==> src/rtl/wprot_pkg.sv <==
package wprot_pkg;

  localparam int DATA_W = 32;

  typedef enum logic {
    ALIAS_CLR = 1'b0,
    ALIAS_SET = 1'b1
  } alias_e;

  typedef struct packed {
    logic [DATA_W-1:0] rdata;
    logic              ready;
    logic              slverr;
  } apb_rsp_t;

  // True when the request would re-apply a state a bit already has.
  function automatic logic redundant_change(input alias_e a,
                                            input logic [DATA_W-1:0] prot,
                                            input logic [DATA_W-1:0] mask);
    if (a == ALIAS_SET) return |(mask & prot);
    return |(mask & ~prot);
  endfunction

  function automatic logic [DATA_W-1:0] apply_change(input alias_e a,
                                                     input logic [DATA_W-1:0] prot,
                                                     input logic [DATA_W-1:0] mask);
    if (a == ALIAS_SET) return prot | mask;
    return prot & ~mask;
  endfunction

endpackage

==> src/rtl/wprot_regs.sv <==
module wprot_regs
  import wprot_pkg::*;
#(
  parameter int N = 32
) (
  input  logic         clk,
  input  logic         rst_n,
  input  logic         wr_en,
  input  alias_e       alias_i,
  input  logic [N-1:0] wdata_i,
  output logic [N-1:0] prot_o,
  output logic         fault_o
);

  logic [N-1:0] prot_q;
  logic         change_fault;
  logic         change_ok;

  assign change_fault = wr_en && redundant_change(alias_i, DATA_W'(prot_q), DATA_W'(wdata_i));
  assign change_ok    = wr_en && !change_fault;

  always_ff @(posedge clk or negedge rst_n) begin
    if (!rst_n) begin
      prot_q <= '0;
    end else if (change_ok) begin
      prot_q <= N'(apply_change(alias_i, DATA_W'(prot_q), DATA_W'(wdata_i)));
    end
  end

  assign prot_o  = prot_q;
  assign fault_o = change_fault;

  p_set_apply_r2: assert property (@(posedge clk) disable iff (!rst_n)
    (wr_en && !fault_o && alias_i == ALIAS_SET) |=> (prot_q == ($past(prot_q) | $past(wdata_i))));

  p_clr_apply_r3: assert property (@(posedge clk) disable iff (!rst_n)
    (wr_en && !fault_o && alias_i == ALIAS_CLR) |=> (prot_q == ($past(prot_q) & ~$past(wdata_i))));

  p_double_set_r5: assert property (@(posedge clk) disable iff (!rst_n)
    (wr_en && alias_i == ALIAS_SET && |(wdata_i & prot_q)) |-> fault_o);

  p_double_clr_r6: assert property (@(posedge clk) disable iff (!rst_n)
    (wr_en && alias_i == ALIAS_CLR && |(wdata_i & ~prot_q)) |-> fault_o);

  p_fault_hold_r5: assert property (@(posedge clk) disable iff (!rst_n)
    fault_o |=> $stable(prot_q));

endmodule

==> src/rtl/wprot_gate.sv <==
module wprot_gate
  import wprot_pkg::*;
#(
  parameter int N  = 32,
  parameter int SW = $clog2(N)
) (
  input  logic              clk,
  input  logic              rst_n,
  input  logic              win_psel,
  input  logic              penable,
  input  logic              pwrite,
  input  logic              dbg,
  input  logic [SW-1:0]     slot,
  input  logic [N-1:0]      prot,
  input  logic [DATA_W-1:0] per_prdata,
  input  logic              per_pready,
  input  logic              per_pslverr,
  output logic [N-1:0]      periph_sel,
  output apb_rsp_t          rsp
);

  logic [N-1:0] hit;
  logic         slot_ok;
  logic         prot_hit;
  logic         blocked;
  logic         refuse;

  for (genvar i = 0; i < N; i++) begin : g_slot
    assign hit[i]        = (slot == SW'(i));
    assign periph_sel[i] = win_psel && hit[i] && !blocked;
  end

  assign slot_ok  = |hit;
  assign prot_hit = |(hit & prot);
  assign blocked  = win_psel && pwrite && !dbg && prot_hit;
  assign refuse   = blocked || !slot_ok;

  always_comb begin
    if (refuse) begin
      rsp.rdata  = '0;
      rsp.ready  = 1'b1;
      rsp.slverr = 1'b1;
    end else begin
      rsp.rdata  = per_prdata;
      rsp.ready  = per_pready;
      rsp.slverr = per_pslverr;
    end
  end

  p_sel_onehot_r10: assert property (@(posedge clk) disable iff (!rst_n)
    $onehot0(periph_sel));

  p_block_write_r7: assert property (@(posedge clk) disable iff (!rst_n)
    (win_psel && penable && pwrite && !dbg && prot_hit) |-> (periph_sel == '0 && rsp.slverr && rsp.ready));

  p_dbg_pass_r8: assert property (@(posedge clk) disable iff (!rst_n)
    (win_psel && pwrite && dbg && slot_ok) |-> (periph_sel != '0));

  p_read_pass_r9: assert property (@(posedge clk) disable iff (!rst_n)
    (win_psel && !pwrite && slot_ok) |-> ($countones(periph_sel) == 1));

endmodule

==> src/rtl/wprot_ctrl.sv <==
module wprot_ctrl
  import wprot_pkg::*;
#(
  parameter int N           = 32,
  parameter int ADDR_W      = 16,
  parameter int SLOT_LSB    = 10,
  parameter int ALIAS_BIT   = 2
) (
  input  logic              pclk,
  input  logic              presetn,
  input  logic [ADDR_W-1:0] paddr,
  input  logic              pwrite,
  input  logic              penable,
  input  logic [DATA_W-1:0] pwdata,
  input  logic              cfg_psel,
  input  logic              win_psel,
  input  logic              dbg_access,
  output logic [DATA_W-1:0] prdata,
  output logic              pready,
  output logic              pslverr,
  output logic [N-1:0]      periph_sel,
  input  logic [DATA_W-1:0] per_prdata,
  input  logic              per_pready,
  input  logic              per_pslverr
);

  localparam int SW = $clog2(N);

  logic [N-1:0]  prot;
  logic          cfg_wr;
  logic          cfg_fault;
  alias_e        alias_sel;
  logic [SW-1:0] slot;
  apb_rsp_t      cfg_rsp;
  apb_rsp_t      win_rsp;
  apb_rsp_t      out_rsp;
  logic          unused_bits;

  assign alias_sel   = alias_e'(paddr[ALIAS_BIT]);
  assign slot        = paddr[SLOT_LSB +: SW];
  assign cfg_wr      = cfg_psel && penable && pwrite;
  assign unused_bits = ^{paddr, pwdata};

  wprot_regs #(.N(N)) u_regs (
    .clk     (pclk),
    .rst_n   (presetn),
    .wr_en   (cfg_wr),
    .alias_i (alias_sel),
    .wdata_i (pwdata[N-1:0]),
    .prot_o  (prot),
    .fault_o (cfg_fault)
  );

  wprot_gate #(.N(N), .SW(SW)) u_gate (
    .clk         (pclk),
    .rst_n       (presetn),
    .win_psel    (win_psel),
    .penable     (penable),
    .pwrite      (pwrite),
    .dbg         (dbg_access),
    .slot        (slot),
    .prot        (prot),
    .per_prdata  (per_prdata),
    .per_pready  (per_pready),
    .per_pslverr (per_pslverr),
    .periph_sel  (periph_sel),
    .rsp         (win_rsp)
  );

  always_comb begin
    cfg_rsp.rdata  = pwrite ? '0 : DATA_W'(prot);
    cfg_rsp.ready  = 1'b1;
    cfg_rsp.slverr = cfg_fault;
  end

  always_comb begin
    if (cfg_psel) begin
      out_rsp = cfg_rsp;
    end else if (win_psel) begin
      out_rsp = win_rsp;
    end else begin
      out_rsp = '{rdata: '0, ready: 1'b1, slverr: 1'b0};
    end
  end

  assign prdata  = out_rsp.rdata;
  assign pready  = out_rsp.ready;
  assign pslverr = out_rsp.slverr;

  p_cfg_nowait_r11: assert property (@(posedge pclk) disable iff (!presetn)
    (cfg_psel && penable) |-> pready);

  p_alias_read_r4: assert property (@(posedge pclk) disable iff (!presetn)
    (cfg_psel && !pwrite && penable) |-> (prdata[N-1:0] == prot));

  p_cfg_no_sel_r1: assert property (@(posedge pclk) disable iff (!presetn)
    (cfg_psel && !win_psel) |-> (periph_sel == '0));

endmodule

==> config.mk <==
export PLATFORM = sky130hd
export DESIGN_NAME = wprot_ctrl
export DESIGN_NICKNAME = d
export VERILOG_FILES = /design/src/rtl/wprot_pkg.sv /design/src/rtl/wprot_regs.sv /design/src/rtl/wprot_gate.sv /design/src/rtl/wprot_ctrl.sv
export SDC_FILE = /design/constraint.sdc
export NUM_CORES = 1
export LEC_CHECK = 0
export BUFFER_PORTS_ARGS = -buffer_cell sky130_fd_sc_hd__buf_4
export CAP_MARGIN = 15
export CORE_ASPECT_RATIO = 0.8
export CORE_UTILIZATION = 50
export CTS_CLUSTER_DIAMETER = 150
export DETAILED_ROUTE_END_ITERATION = 10
export PLACE_DENSITY = 0.83
export SYNTH_ARGS = -nofsm -noshare
export SYNTH_HDL_FRONTEND = slang
export SYNTH_HIERARCHICAL = 1
export SYNTH_SLANG_ARGS = --single-unit
==> constraint.sdc <==
create_clock -name pclk -period 5.9 [get_ports pclk]
set_input_delay 1.18 -clock pclk [delete_from_list [all_inputs] [get_ports pclk]]
set_output_delay 1.18 -clock pclk [all_outputs]
set_load 0.02 [all_outputs]
Yosys cells after proc, flatten, opt, wreduce, memory -nomap -nowiden. Index checks and enable logic that the tools add are counted.

Bits in registers: 32. Bits in latches: 0. Memory bits (writable): 0. Memory bits (read-only): 0. Input bits: 89. Output and inout port bits: 66. Word-level logic and storage cells: 130. Memories: 0.

$add $sub $neg: 0. $mul: 0. Div/mod/pow operators: 0. Order comparisons: 0. Equal/unequal tests: 31. Shift-type cells: 0. Multiplexer cells: 10. Bitwise gates (word level): 7. Reductions and logical operators: 81.

Operators by type and width (count): AND 32 bit (4); OR reduction 32 bit (4); two-way mux 34 bit (3); two-way mux 32 bit (3); equality test 5 bit (second input constant) (16); logical AND 1 bit (71); inverter 32 bit (2); equality test 5 x 4 -> 1 bit (second input constant) (8); bitwise OR 32 bit (1); equality test 5 x 3 -> 1 bit (second input constant) (4); equality test 5 x 2 -> 1 bit (second input constant) (2); equality test 5 x 1 -> 1 bit (second input constant) (1); logical NOT 5 bit (1); logical NOT 1 bit (4); two-way mux 1 bit (4); logical OR 1 bit (1).

Logic depth before layout (Yosys ltp). Gate-level depths: netlist of the first run.

Depth after elaboration: 9. Depth in mapped cells: 11. Gate-level depth less buffers: 7.

Hierarchy. Netlist of the first run, hierarchy kept.

By module, submodules not included: wprot_regs (times used 1, cells each 254, area each 2140.8 µm², sequential area each 800.8 µm²); wprot_gate (times used 1, cells each 189, area each 1104.8 µm², sequential area each 0.0 µm²); wprot_ctrl (times used 1, cells each 46, area each 406.6 µm², sequential area each 0.0 µm²).

Least setup slack after synthesis of the first run. No wires, ideal clock.

Path type: input port to output port. Start: input port paddr[13]. End: output port prdata[30]. Arrival time: 2.963 ns. Data required time: 4.720 ns. Setup slack: 1.757 ns. Cell stages on the path: 11. Cell sequence: buf_2 > buf_2 > inv_1 > o211a_1 > o211ai_1 > o211ai_2 > buf_4 > buf_4 > nor3_1 > nand2_1 > o2bb2ai_1.

RTL lines: from (decl) (RTL line wprot_ctrl.sv:11) `input logic [ADDR_W-1:0] paddr,`; to (decl) (RTL line wprot_ctrl.sv:18) `output logic [DATA_W-1:0] prdata,`.

==> impl_metrics.tcl, run 1 <==
set metrics [dict create \
    status "complete, no violations" \
    wl_per_cell_um 19.0 \
    antenna_found_initial 0 \
    vias 4462 \
    cts_buffers 5 \
    grt_pass1_vias 4067 \
    dpl-instance-area_sq_mm 0.00452 \
    synth_cells 489 \
    initialDrtViolationCount 493 \
    syn_area_per_cell_sq_um 7.47 \
    tightestPinTransition_ns 0.974 \
    yosys_warnings 6 \
    ctsResizeCount 0 \
    stdcell_count 688 \
    slew_headroom 0.348 \
    critPathMaxFanout 34 \
    die_area_sq_mm 0.00765 \
    dp_hpwl_um 9260 \
    synthDistinctLibCells 57 \
    power.leakage_nw 2.26 \
    postCtsSetupBuffers 0 \
    grt.overflow.total 0 \
    die_h_um 78.4 \
    dp_cells 679 \
    crit_required_ns 4.72 \
    area_growth_pct 27.3 \
    clock_latency_ns 0.30 \
    cts_tree "yes" \
    drt-met1-wl_um 5210 \
    setup_viol 0 \
    netlist_area_sq_mm 0.00365 \
    rows 27 \
    core_sq_mm 0.00696 \
    grtUsageTotal 0.331 \
    fmax_mhz 205 \
    dr.pass1.iters 5 \
    synth-seq-cells 32 \
    port_buffers 144 \
    dieWidth_um 97.6 \
    synth.top_cell.area_share 0.219 \
    initial_utilization 0.525 \
    finalNetCount 689 \
    ios 155 \
    htreeDepth 2 \
    setup.worst_path.start_class "primary input" \
    synth_edf_count 0 \
    cts_hold_buffers 0 \
    antennaDiodeCount 0 \
    met3WireLength_um 1550 \
    synthFlopType "dfrtp_1" \
    syn_nets 578 \
    clock_skew_ns 0.00860 \
    power.density_mw_per_mm2 295 \
    gp_congestion 0.921 \
    endpoint_kind "output port" \
    post-place-ws_ns 1.06 \
    setup_slack_ns 1.02 \
    root_buffer "clkbuf_8" \
    cap_viol_max_count 0 \
    async_reset_ff_frac 1.00 \
    critical_path_arrival_ns 3.70 \
    finalSetupTns_ns 0 \
    seq_area_frac_synth 0.219 \
    finalInstanceArea_sq_mm 0.00465 \
    vdd_drop_max_mv 0.151 \
    layout_commonest_cell "buf_4" \
    path_clk_slew_ns 0.07 \
    drive_gt1_frac 0.286 \
    crit_type "primary input to output port" \
    synth_top_area_cell "dfrtp_1" \
    route.met2.wl_um 5880 \
    synth_area_leaders "dfrtp_1 22%, nor3_1 8.9%, a22o_1 8.4%" \
    ant_nets 0 \
    rsz0062_at_grt "false" \
    clock_sink_count 32 \
    final_hold_viol_count 0 \
    drt_wl_total_um 13100 \
    drcViolationCount 0 \
    report.final.slew_viol_count 0 \
    clock_path_buffers 2 \
    mostFrequentLayoutCells "150 x buf_4, 78 x nand2_1, 65 x nor3_1" \
    grt_pass1_wl_um 20400 \
    top_layer_used "met4" \
    viasPerCell 6.49 \
    timing.final.crit_share 0.827 \
    period_needed_ns 4.88 \
    grt_max_degree 66 \
    hold_class "register to register" \
]
## per-stage QoR
step | power (mW) | hold WS [ns] | util
6_report | 1.37 | 0.619 | 0.668
2_1_floorplan | 0.884 | 0.541 | -
3_5_place_dp | 1.12 | 0.602 | 0.649
5_1_grt | 1.44 | 0.646 | 0.668
4_1_cts | 1.34 | 0.617 | 0.666
3_3_place_gp | 1.10 | 0.586 | 0.649
## synth_stat cells, drive strengths merged (4+ instances only)
cell type and number:
nor2b 4, o311ai 32, a221oi 8, and3 4, or3b 4, o22ai 9
a22o 35, nand3 9, nor3 66, a22oi 6, dfrtp 32, clkbuf 8
buf 37, mux2i 7, nand2 78, inv 64, nand4 35, nand2b 5
## power breakdown
group,switching (mW),internal [mW]
sequential,0.199,0.315
combinational,0.360,0.272
clock,0.0980,0.127
## routing by layer
layer	vias up	track usage
met2	303	0.515
met5	-	0
met1	2061	0.432
met4	0	0.154
li1	2056	-
met3	42	0.0801
## critical path, cell delays in order
cell and delay (ns):
buf_4 0.16, nand2b_1 0.37, or3_1 0.45, o21ai_2 0.31
a2bb2oi_4 0.67, nor3_1 0.14, a22o_1 0.25, buf_4 0.15
## cell families (layout without fill, tap and decap cells)
logic type             count (synthesis)  after routing  synth area share
AOI/OAI and AO/OA                    117            117             0.279
muxes                                  7              7            0.0192
DFF                                   32             32             0.219
buffers and inverters                111            223             0.170
and+or+nand+nor                      222            222             0.313
## cell type report
cell class	instances	area, sq um
fillers	612	2310
multi-input cells	346	2240
repair buffers	151	1140
flip-flops and latches	32	801
inverters	64	240
well taps	87	109
clock buffers	5	68.8
clock inverters	3	46.3
## worst paths after layout
kind	from	endpoint	slack (ns)	cells past startpoint
max	paddr[11]	prdata[26]	1.02	8
min	register	register	0.62	2
max reg2reg	register	register	3.70	7
min reg2reg	register	register	0.62	2
max in group asynchronous	presetn	async pin	4.79	1
min in group asynchronous	presetn	async pin	0.81	1
Note: power is estimated with default switching activity, not from simulation.
==> inputs of run 2 (changes only) <==
--- a/config.mk
+++ b/config.mk
@@ -8,10 +8,10 @@
 export BUFFER_PORTS_ARGS = -buffer_cell sky130_fd_sc_hd__buf_4
 export CAP_MARGIN = 15
 export CORE_ASPECT_RATIO = 0.8
-export CORE_UTILIZATION = 50
+export CORE_UTILIZATION = 45
 export CTS_CLUSTER_DIAMETER = 150
 export DETAILED_ROUTE_END_ITERATION = 10
-export PLACE_DENSITY = 0.83
+export PLACE_DENSITY = 0.79
 export SYNTH_ARGS = -nofsm -noshare
 export SYNTH_HDL_FRONTEND = slang
 export SYNTH_HIERARCHICAL = 1
==> constraint.sdc (replaced) <==
create_clock -name pclk -period 4.45 [get_ports pclk]
set_input_delay 0.89 -clock pclk [delete_from_list [all_inputs] [get_ports pclk]]
set_output_delay 0.89 -clock pclk [all_outputs]
set_load 0.02 [all_outputs]
==> impl_metrics.tcl, run 2 (synthesis results as in run 1) <==
set metrics [dict create \
    htreeDepth 2 \
    wl_per_cell_um 19.0 \
    cts_buffers 5 \
    crit_required_ns 3.56 \
    grt_max_degree 65 \
    hold_class "primary input to async pin" \
    dieWidth_um 103 \
    setup.worst_path.start_class "primary input" \
    finalNetCount 692 \
    finalInstanceArea_sq_mm 0.00465 \
    grt_pass1_vias 3919 \
    tightestPinTransition_ns 0.880 \
    rsz0062_at_grt "false" \
    drive_gt1_frac 0.287 \
    dp_cells 701 \
    port_buffers 144 \
    drcViolationCount 0 \
    slew_headroom 0.412 \
    timing.final.crit_share 0.926 \
    postCtsSetupBuffers 0 \
    fmax_mhz 243 \
    viasPerCell 6.33 \
    mostFrequentLayoutCells "154 x buf_4, 78 x nand2_1, 65 x nor3_1" \
    critical_path_arrival_ns 3.23 \
    cts_hold_buffers 0 \
    cp_slowest_stage_delay_ns 0.50 \
    stdcell_count 708 \
    finalSetupTns_ns 0 \
    final_hold_viol_count 0 \
    cts_tree "yes" \
    p_total_mw 1.74 \
    setup_slack_ns 0.328 \
    initialDrtViolationCount 590 \
    slowest_stage "o211ai_4" \
    clock_skew_ns 0.00393 \
    antenna_found_initial 0 \
    post-place-ws_ns 0.362 \
    area_growth_pct 27.3 \
    rows 28 \
    grtUsageTotal 0.313 \
    ctsResizeCount 0 \
    grt_pass1_wl_um 20400 \
    ios 155 \
    cap_viol_max_count 0 \
    dp_hpwl_um 9750 \
    setup_viol 0 \
    clock_path_buffers 2 \
    antennaDiodeCount 0 \
    worstPathCellList "buf_4 > or3b_2 > a211oi_1 > a311oi_1 > o211ai_4 > buf_4 > nor3_1 > a22o_1 > buf_4" \
    report.final.slew_viol_count 0 \
    dr.pass1.iters 5 \
    power.leakage_nw 2.26 \
    clock_latency_ns 0.28 \
    die_h_um 82.6 \
    grt.overflow.total 0 \
    vias 4484 \
    period_needed_ns 4.12 \
    ant_nets 0 \
    core_sq_mm 0.00764 \
    critPathMaxFanout 21 \
    vdd_drop_max_mv 0.219 \
    power.density_mw_per_mm2 373 \
    dpl-instance-area_sq_mm 0.00457 \
    die_area_sq_mm 0.00848 \
    status "complete, no violations" \
    cpMostUsedCell "buf_4" \
    endpoint_kind "output port" \
    utilization 0.609 \
    clock_sink_count 32 \
    crit_type "primary input to output port" \
    layout_commonest_cell "buf_4" \
    gp_congestion 0.930 \
    drt_wl_total_um 13500 \
    initial_utilization 0.478 \
    path_clk_slew_ns 0.07 \
    root_buffer "clkbuf_8" \
    holdWs_ns 0.532 \
]
-- run 2: changes by cell type in the layout (fill, tap and decap cells not counted) --
cell,delta
buf_4,+4
buf_8,-1
bufinv_16,-1
clkbuf_1,+1
clkinv_2,+1
clkinvlp_4,-1
inv_6,-1
-- run 2: metal layers --
metal  wire (um)  up-vias  part of all wire  GRT usage
met4         203        0             0.015     0.0857
met5           0        -                 0          0
met1        5900     2092              0.44      0.439
met3        1490       24              0.11     0.0724
met2        5860      307              0.44      0.478
li1            -     2061                 -          -
-- run 2: where the power goes --
group | switching [mW] | internal [mW] | total (mW)
combinational | 0.477 | 0.361 | 0.838
sequential | 0.268 | 0.417 | 0.686
clock | 0.106 | 0.106 | 0.212
total | 0.850 | 0.885 | 1.74
-- run 2: cell type report --
type / count / area, sq um
well taps: 105 / 131
clock inverters: 1 / 5.00
flip-flops and latches: 32 / 801
inverters: 64 / 240
multi-input cells: 346 / 2240
fillers: 694 / 2990
clock buffers: 6 / 72.6
repair buffers: 154 / 1160
-- run 2: final timing paths --
path	start	endpoint	slack, ns	depth (start not counted)
setup / recovery	paddr[12]	prdata[0]	0.33	9
hold / removal	presetn	async pin	0.53	1
setup reg to reg	register	register	2.18	7
hold reg to reg	register	register	0.61	2
max in group asynchronous	presetn	async pin	3.60	1
min in group pclk	register	register	0.61	2
-- run 2: worst max-delay path, delay by kind of cell --
kind | cells | cell delay (ns)
AOI/OAI and AO/OA | 4 | 1.11
buffers and inverters | 3 | 0.68
and+or+nand+nor | 2 | 0.56
